**src/rtl/amb_pkg.sv**
```systemverilog
package amb_pkg;
  localparam logic [2:0] SEL_AMR_U = 3'd0;
  localparam logic [2:0] SEL_AMR_P = 3'd1;
  localparam logic [2:0] SEL_UOVR  = 3'd2;
  localparam logic [2:0] SEL_SOVR  = 3'd3;
  localparam logic [2:0] SEL_IMASK = 3'd4;

  localparam logic [1:0] PL_USER = 2'd0;
  localparam logic [1:0] PL_SUP  = 2'd1;
  localparam logic [1:0] PL_HYP  = 2'd2;

  typedef enum logic [1:0] {
    MS_UOVR = 2'd0,
    MS_SOVR = 2'd1,
    MS_FULL = 2'd2
  } mask_src_e;
endpackage

```
**src/rtl/amb_access.sv**
```systemverilog
module amb_access
  import amb_pkg::*;
#(
  parameter bit HAS_IMASK = 1'b1
) (
  input  logic       valid,
  input  logic [2:0] sel,
  input  logic [1:0] priv,
  output logic       grant,
  output logic       deny,
  output mask_src_e  msrc
);
  logic ok;
  logic priv_hi;

  assign priv_hi = (priv == PL_SUP) || (priv == PL_HYP);

  always_comb begin
    ok = 1'b0;
    case (sel)
      SEL_AMR_U: ok = (priv == PL_USER) || priv_hi;
      SEL_AMR_P: ok = priv_hi;
      SEL_UOVR:  ok = priv_hi;
      SEL_SOVR:  ok = (priv == PL_HYP);
      SEL_IMASK: ok = HAS_IMASK && priv_hi;
      default:   ok = 1'b0;
    endcase
  end

  always_comb begin
    if (sel == SEL_SOVR || priv == PL_HYP) msrc = MS_FULL;
    else if (priv == PL_SUP)               msrc = MS_SOVR;
    else                                   msrc = MS_UOVR;
  end

  assign grant = valid && ok;
  assign deny  = valid && !ok;
endmodule

```
**src/rtl/amb_merge.sv**
```systemverilog
module amb_merge #(
  parameter int W = 64
) (
  input  logic [W-1:0] old_val,
  input  logic [W-1:0] new_val,
  input  logic [W-1:0] mask,
  output logic [W-1:0] merged
);
  assign merged = (old_val & ~mask) | (new_val & mask);
endmodule

```
**src/rtl/amb_reg.sv**
```systemverilog
module amb_reg #(
  parameter int W = 64
) (
  input  logic         clk,
  input  logic         rst_n,
  input  logic         ld,
  input  logic [W-1:0] d,
  output logic [W-1:0] q
);
  always_ff @(posedge clk or negedge rst_n) begin
    if (!rst_n)  q <= '0;
    else if (ld) q <= d;
  end
endmodule

```
**src/rtl/auth_mask_bank.sv**
```systemverilog
module auth_mask_bank
  import amb_pkg::*;
#(
  parameter int W         = 64,
  parameter bit HAS_IMASK = 1'b1
) (
  input  logic         clk,
  input  logic         rst_n,
  input  logic         cfg_full_perm,
  input  logic         req_valid,
  output logic         req_ready,
  input  logic [2:0]   req_sel,
  input  logic [1:0]   req_priv,
  input  logic         req_we,
  input  logic [W-1:0] req_wdata,
  output logic [W-1:0] rd_data,
  output logic         err
);
  localparam logic [W-1:0] ALL_ONES = {W{1'b1}};

  logic         grant, deny, wr;
  mask_src_e    msrc;
  logic [W-1:0] amr_q, uovr_q, sovr_q, imask_q;
  logic [W-1:0] sovr_eff, mask, old_val, merged;

  amb_access #(.HAS_IMASK(HAS_IMASK)) u_access (
    .valid (req_valid),
    .sel   (req_sel),
    .priv  (req_priv),
    .grant (grant),
    .deny  (deny),
    .msrc  (msrc)
  );

  assign sovr_eff = cfg_full_perm ? ALL_ONES : sovr_q;

  always_comb begin
    case (msrc)
      MS_UOVR: mask = uovr_q;
      MS_SOVR: mask = sovr_eff;
      default: mask = ALL_ONES;
    endcase
  end

  always_comb begin
    case (req_sel)
      SEL_AMR_U, SEL_AMR_P: old_val = amr_q;
      SEL_UOVR:             old_val = uovr_q;
      SEL_SOVR:             old_val = sovr_eff;
      SEL_IMASK:            old_val = imask_q;
      default:              old_val = '0;
    endcase
  end

  amb_merge #(.W(W)) u_merge (
    .old_val (old_val),
    .new_val (req_wdata),
    .mask    (mask),
    .merged  (merged)
  );

  assign wr = grant && req_we;

  amb_reg #(.W(W)) u_amr (
    .clk   (clk),
    .rst_n (rst_n),
    .ld    (wr && (req_sel == SEL_AMR_U || req_sel == SEL_AMR_P)),
    .d     (merged),
    .q     (amr_q)
  );

  amb_reg #(.W(W)) u_uovr (
    .clk   (clk),
    .rst_n (rst_n),
    .ld    (wr && req_sel == SEL_UOVR),
    .d     (merged),
    .q     (uovr_q)
  );

  generate
    if (HAS_IMASK) begin : g_imask
      amb_reg #(.W(W)) u_imask (
        .clk   (clk),
        .rst_n (rst_n),
        .ld    (wr && req_sel == SEL_IMASK),
        .d     (merged),
        .q     (imask_q)
      );
    end else begin : g_no_imask
      assign imask_q = '0;
    end
  endgenerate

  // Supervisor override: pinned to ones while full-permission mode is on.
  always_ff @(posedge clk or negedge rst_n) begin
    if (!rst_n)                          sovr_q <= '0;
    else if (cfg_full_perm)              sovr_q <= ALL_ONES;
    else if (wr && req_sel == SEL_SOVR)  sovr_q <= req_wdata;
  end

  assign req_ready = 1'b1;
  assign rd_data   = grant ? old_val : '0;
  assign err       = deny;
endmodule

```
**config.mk**
```make
export PLATFORM = sky130hd
export DESIGN_NAME = auth_mask_bank
export DESIGN_NICKNAME = d
export VERILOG_FILES = /design/src/rtl/amb_pkg.sv /design/src/rtl/amb_access.sv /design/src/rtl/amb_merge.sv /design/src/rtl/amb_reg.sv /design/src/rtl/auth_mask_bank.sv
export SDC_FILE = /design/constraint.sdc
export NUM_CORES = 1
export LEC_CHECK = 0
export BUFFER_PORTS_ARGS = -buffer_cell sky130_fd_sc_hd__buf_2
export CORE_MARGIN = 3
export CORE_UTILIZATION = 55
export DETAILED_ROUTE_END_ITERATION = 7
export PLACE_DENSITY = 0.75
export SETUP_SLACK_MARGIN = 0.1
export SLEW_MARGIN = 20
export SYNTH_ARGS = -nofsm -noshare
export SYNTH_HDL_FRONTEND = slang
export SYNTH_HIERARCHICAL = 1
export SYNTH_SLANG_ARGS = --single-unit
```
**constraint.sdc**
```tcl
create_clock -name clk -period 2.4 [get_ports clk]
set_input_delay 0.24 -clock clk [delete_from_list [all_inputs] [get_ports clk]]
set_output_delay 0.24 -clock clk [all_outputs]
set_load 0.02 [all_outputs]
```
; Yosys cells after proc, flatten, opt, wreduce, memory -nomap -nowiden
; Cells that the tools add are included.
[word_totals]
wordCells = 42
register_bits = 256
[classes]
reduce_logical = 18
eq_ne = 7
mux = 9
n_bitwise = 4
[ops]
columns = cell, n
row1 = $mux W64, 4
row2 = $pmux W64 S4, 1
row3 = $and A64 B64 Y64, 2
row4 = $pmux W64 S2, 1
row5 = $not A64 Y64, 1
row6 = $or A64 B64 Y64, 1
row7 = $logic_and A1 B1 Y1, 7
row8 = $eq A3 B2 Y1 const B, 2
row9 = $eq A2 B1 Y1 const B, 2
row10 = $logic_not A2 Y1, 2
row11 = $logic_or A1 B1 Y1, 4
row12 = $eq A3 B1 Y1 const B, 1
row13 = $eq A3 B3 Y1 const B, 1
row14 = $logic_not A3 Y1, 1
row15 = $pmux W1 S3, 1
row16 = $reduce_or A3 Y1, 1
row17 = $eq A2 B2 Y1 const B, 1
row18 = $mux W2, 1
row19 = $reduce_bool A2 Y1, 1
row20 = $reduce_or A2 Y1, 1
row21 = $logic_not A1 Y1, 1
row22 = $mux W1, 1

; Logic depth before layout (Yosys ltp)
[depth]
depth_word = 9
mapped_depth = 11
depth_no_buf = 9

; Hierarchy
; Netlist, hierarchy kept.
[modules_own_cells]
columns = module, cells_each, area_per_inst_um2, instances, seq_area_each_um2
row1 = amb_reg, 135, 2678.8, 3, 1601.5
row2 = auth_mask_bank, 804, 5962.0, 1, 1601.5
row3 = amb_merge, 64, 960.9, 1, 0.0
row4 = amb_access, 18, 121.4, 1, 0.0

; Least setup slack after synthesis
; Ideal clock, no wire load.
[synth_timing]
kind = input to register
start = input port req_priv[0]
end = register u_uovr.q[10]
cell_stages = 9
t_arrival_ns = 2.191
path_slack_ns = 0.084
path_buffers = 2
setup_time_ns = 0.125
cell_sequence = ha_1 or3_1 a21o_1 a21boi_1 nand3_2 nor3_1 buf_6 buf_12 mux2_4
[synth_rtl]
columns = element, line_no
row1 = "start, declared", auth_mask_bank.sv:13  ; input logic [1:0] req_priv,
row2 = $eq A2 B1 Y1 or $eq A2 B2 Y1 (tied branches), "amb_access.sv:16, amb_access.sv:24"
row3 = $logic_or A1 B1 Y1, amb_access.sv:16  ; assign priv_hi = (priv == PL_SUP) || (priv == PL_HYP);
row4 = $logic_or A1 B1 Y1, amb_access.sv:21  ; SEL_AMR_U: ok = (priv == PL_USER) || priv_hi;
row5 = $pmux W1 S3 (*), amb_access.sv:20  ; case (sel)
row6 = $logic_and A1 B1 Y1 (*), amb_access.sv:36  ; assign grant = valid && ok;
row7 = via grant, auth_mask_bank.sv:21  ; logic grant, deny, wr;
row8 = $logic_and A1 B1 Y1 (*), auth_mask_bank.sv:62  ; assign wr = grant && req_we;
row9 = $logic_and A1 B1 Y1 (*), auth_mask_bank.sv:75  ; .ld (wr && req_sel == SEL_UOVR),
row10 = "end signal, assigned", amb_reg.sv:11  ; if (!rst_n) q <= '0;
row11 = "end signal, assigned", amb_reg.sv:12  ; else if (ld) q <= d;
row12 = "end, declared", amb_reg.sv:8  ; output logic [W-1:0] q
; The timed path passes the listed nets; every way through them passes the cells marked *.
; A chain may end at the register's enable or synchronous reset.

; Final worst setup path
[layout_timing]
start = input port req_priv[0]
end = output port rd_data[19]
[layout_between]
elab_chain_cells = 6
[layout_lines]
columns = element, line_no
row1 = $eq A2 B1 Y1 or $eq A2 B2 Y1 (tied branches), "amb_access.sv:16, amb_access.sv:24"
row2 = $logic_or A1 B1 Y1, amb_access.sv:16
row3 = $logic_or A1 B1 Y1, amb_access.sv:21
row4 = $pmux W1 S3 (*), amb_access.sv:20
row5 = $logic_and A1 B1 Y1 (*), amb_access.sv:36
row6 = via grant, auth_mask_bank.sv:21
row7 = $mux W64 (*), auth_mask_bank.sv:102  ; assign rd_data = grant ? old_val : '0;
row8 = "end, declared", auth_mask_bank.sv:16  ; output logic [W-1:0] rd_data,
; Marked as above.

==> out/results.md <==
| Quantity | Reported | Unit |
| --- | --- | --- |
| Run status | finished clean | - |
| Most common library cell in the layout ignoring fill and taps | sky130_fd_sc_hd__dfrtp_1 | - |
| Maximum number of pins on one net before global-route repair | 71 | - |
| CTS tree | done | - |
| Maximum clock skew at final layout | 21.8 | ps |
| Count of filler cells inserted in the layout | 1943 | - |
| Cells along the critical path | buf_2 > ha_1 > or3_1 > a21o_1 > a21boi_2 > buf_6 > inv_4 > buf_12 > a21oi_1 > buf_4 | - |
| RD Place Congestion | 0.773 | - |
| Die ar. | 0.0294 | mm^2 |
| Count of unresolved DRC violations after routing | 0 | - |
| Number of buffers created by CTS | 29 | - |
| Number of setup violations in the final report | 0 | - |
| Summed instance area of the synthesized netlist | 0.0151 | mm^2 |
| Synth Flop Type | sky130_fd_sc_hd__dfrtp_1 | - |
| Count of pins over their slew limit | 0 | - |
| Design Area, Final | 0.0179 | mm^2 |
| Final critical path time including I/O delays and setup | 2290 | ps |
| Master of the slowest instance on the critical path | sky130_fd_sc_hd__or3_1 | - |
| Remaining antenna violation count | 0 | - |
| Post-DP Area | 0.0162 | mm^2 |
| Critical Path Start Type | primary input | - |
| Port Buffer Count | 138 | - |
| Count of routing violations after the opening detailed-route iteration | 672 | - |
| Wire length reported by the detailed router | 39.0 | mm |
| Placeable core region | 0.0265 | mm^2 |
| Power per Cell Area | 736 | mW/mm^2 |
| Fraction of synthesized cell area taken by the top area cell type | 0.425 | - |
| Die span in x | 172 | um |
| Dominant cells by area after synthesis | sky130_fd_sc_hd__dfrtp_1 42%, sky130_fd_sc_hd__mux2_4 24%, sky130_fd_sc_hd__nor2_1 4.8% | - |
| Share of the clock period used by the worst path after layout | 0.954 | - |
| Crit path largest cell delay | 370 | ps |
| Maximum buffer depth of the clock tree | 3 | - |
| Number of sinks driven by the clock tree | 256 | - |
| RSZ-0062 raised after global routing | true | - |
| Total instance count after detailed placement | 1715 | - |
| Register area share after synthesis | 0.425 | - |
| Endpoint type of the worst setup path | primary output | - |
| Power share of the sequential group | 0.415 | - |
| Post-Syn Nets | 1368 | - |
| Die outline height | 172 | um |
| Final HPWL DP | 23.5 | mm |
| Worst-Margin Slew | 801 | ps |
| Number of placement rows | 59 | - |
| Share of final-layout standard cells stronger than drive strength 1 | 0.404 | - |
| Highest net fanout along the worst path | 20 | - |
| Most frequent cells in the layout | 256 x sky130_fd_sc_hd__dfrtp_1, 244 x sky130_fd_sc_hd__mux2_4, 192 x sky130_fd_sc_hd__nor2_1, 116 x sky130_fd_sc_hd__buf_2, 105 x sky130_fd_sc_hd__a21oi_1 | - |
| Antenna violations before repair | 1 | - |
| Via count | 11000 | - |
| Peak ir drop on the vdd network | 647 | uV |
| Synthesized area per cell | 11.7 | um^2 |
| Count of inserted antenna diode cells | 0 | - |
| Type of the setup path with the least slack | primary input to primary output | - |
| Total of max-cap violations | 0 | - |
| Layout Nets | 1546 | - |
| Count of state elements after synthesis | 256 | - |
| Clk_lat worst skew | 560 | ps |
| Hold violation total from the final report | 0 | - |
| Required time reported for the critical path endpoint | 2160 | ps |
| Final hold slack | 18.0 | ps |
| Mean routed wirelength per cell | 21.3 | um |
| Vias in the first global route | 11700 | - |
| Slew margin rel. | 0.466 | - |
| Post-DR vias/cell | 6.00 | - |
| Number of unique standard cell types used by synthesis | 39 | - |
| Data arrival at the endpoint of the critical path | 2050 | ps |
| Clock root buffer | sky130_fd_sc_hd__clkbuf_16 | - |
| Global-route wire length before repair | 62.2 | mm |
| Area of the multi-input gates | 0.00792 | mm^2 |
| Initial core utilization | 0.569 | - |
| Clk network pwr share | 0.351 | - |
| Largest area contributor in the synthesized netlist | sky130_fd_sc_hd__dfrtp_1 | - |
| Static Leakage | 8.25 | nW |
| FF+latch area | 0.00641 | mm^2 |
| Number of enable-type register cells in the synthesized netlist | 0 | - |
| Area delta synth->final | 19.0 | % |
| Non-Filler Instances | 1827 | - |
| Number of levels in the clock H-tree | 1 | - |
| Yosys warnings | 6 | - |
| Clock transition time at the flip-flop clock pins of the worst setup and hold paths | 60 | ps |
| Sw Ratio | 0.275 | - |
| F_max | 437 | MHz |
| Post-Syn Instances | 1291 | - |
| Worst hold path class | primary input to flop | - |
| Drt pass-1 iters | 5 | - |
| Total routing usage reported by global routing | 0.263 | - |
| Comb power frac | 0.234 | - |
| Number of ports placed on the die boundary | 140 | - |
| Switching component of the power | 0.00364 | W |
| Internal | 0.00958 | W |
| Fin util | 0.677 | - |
| Post-synthesis async set-or-reset flop share | 1.00 | - |
| Remaining Overflow, GRT | 0 | - |
-- path summary, 6_finish.rpt --
check | slack [ps] | to | cells past startpoint | startpoint
min reg2reg | 510 | u_amr/q[63] | 1 | u_amr/q[63]
max reg2reg | 710 | u_amr/q[7] | 5 | sovr_q[7]
max in group asynchronous | 1420 | sovr_q[14] | 3 | rst_n
min in group asynchronous | 200 | sovr_q[47] | 2 | rst_n
min | 20 | sovr_q[41] | 3 | req_wdata[41]
max | 110 | rd_data[19] | 10 | req_priv[0]
-- final cells by class --
cell class | instances | share of cell area
Clock inverter | 18 | 0.0121
Timing Repair Buffer | 253 | 0.121
Clock buffer | 36 | 0.0436
Tap cell | 335 | 0.0234
Inverter | 6 | 0.00139
Multi-Input combinational cell | 923 | 0.441
Sequential cell | 256 | 0.357
-- routing by layer --
metal | vias up | routed length (um) | GRT usage | share of wire
met2 | 318 | 19500 | 0.465 | 0.50
met5 | - | 11 | 0 | 0.00028
li1 | 4967 | - | - | -
met1 | 5598 | 16700 | 0.338 | 0.43
met4 | 2 | 1050 | 0.0847 | 0.027
met3 | 70 | 1730 | 0.0294 | 0.044
-- critical path: cells and delay by family --
family	cells	cell delay, ps
fa+ha+maj	1	180
simple gates	1	370
compound gates	3	570
buf+inv	5	660
-- logic make-up after synthesis --
family | count (synthesis) | synth area share
other | 1 | 0.000249
buffers and inverters | 112 | 0.0595
XOR/XNOR | 1 | 0.000581
multiplexers | 320 | 0.294
adder cells (fa/ha/maj) | 3 | 0.00249
AO/OA/AOI/OAI | 262 | 0.120
flip-flops | 256 | 0.425
AND/OR/NAND/NOR | 336 | 0.0984
-- Yosys cell counts (12+ instances only) --
cell	count
sky130_fd_sc_hd__or2_2	64
sky130_fd_sc_hd__mux2_4	244
sky130_fd_sc_hd__a21oi_1	127
sky130_fd_sc_hd__a32oi_1	63
sky130_fd_sc_hd__clkbuf_1	40
sky130_fd_sc_hd__nand2_1	65
sky130_fd_sc_hd__mux2i_1	64
sky130_fd_sc_hd__buf_12	24
sky130_fd_sc_hd__buf_2	24
sky130_fd_sc_hd__mux2_2	12
sky130_fd_sc_hd__dfrtp_1	256
sky130_fd_sc_hd__a2bb2oi_1	64
sky130_fd_sc_hd__nor2_1	193
-- registers in the layout (all words and copies together), names as in the netlist --
register,cells
u_uovr/q,64
g_imask.u_imask/q,64
sovr_q,64
u_amr/q,64
-- power groups by stage --
stage,combinational (W),sequential [W],clock [W]
floorplan,0.00232,0.00539,0
global placement,0.00285,0.00550,0
detailed placement,0.00296,0.00552,0
CTS,0.00306,0.00548,0.00470
global route,0.00333,0.00557,0.00489
finish,0.00309,0.00549,0.00464
-- what timing repair did --
item / CTS / global route
resized for setup: 22 / 25
buffers inserted: 2 / 1
pin swaps: 1 / 2
hold buffers: 55 / 0
endpoints found under the setup margin: 47 / 46
hold endpoints to repair: 109 / 0
-- through the flow --
| step | setup slack, ps | power [W] | TNS [ps] |
|---|---|---|---|
| after global routing | 72.1 | 0.0138 | 0 |
| after global placement | -80.6 | 0.00835 | -7070 |
| after detailed placement | -130 | 0.00848 | -15580 |
| after CTS | 87.3 | 0.0132 | 0 |
| after floorplan | 168 | 0.00771 | 0 |
| final | 111 | 0.0132 | 0 |
No activity file was read; power rests on OpenSTA's default activity.
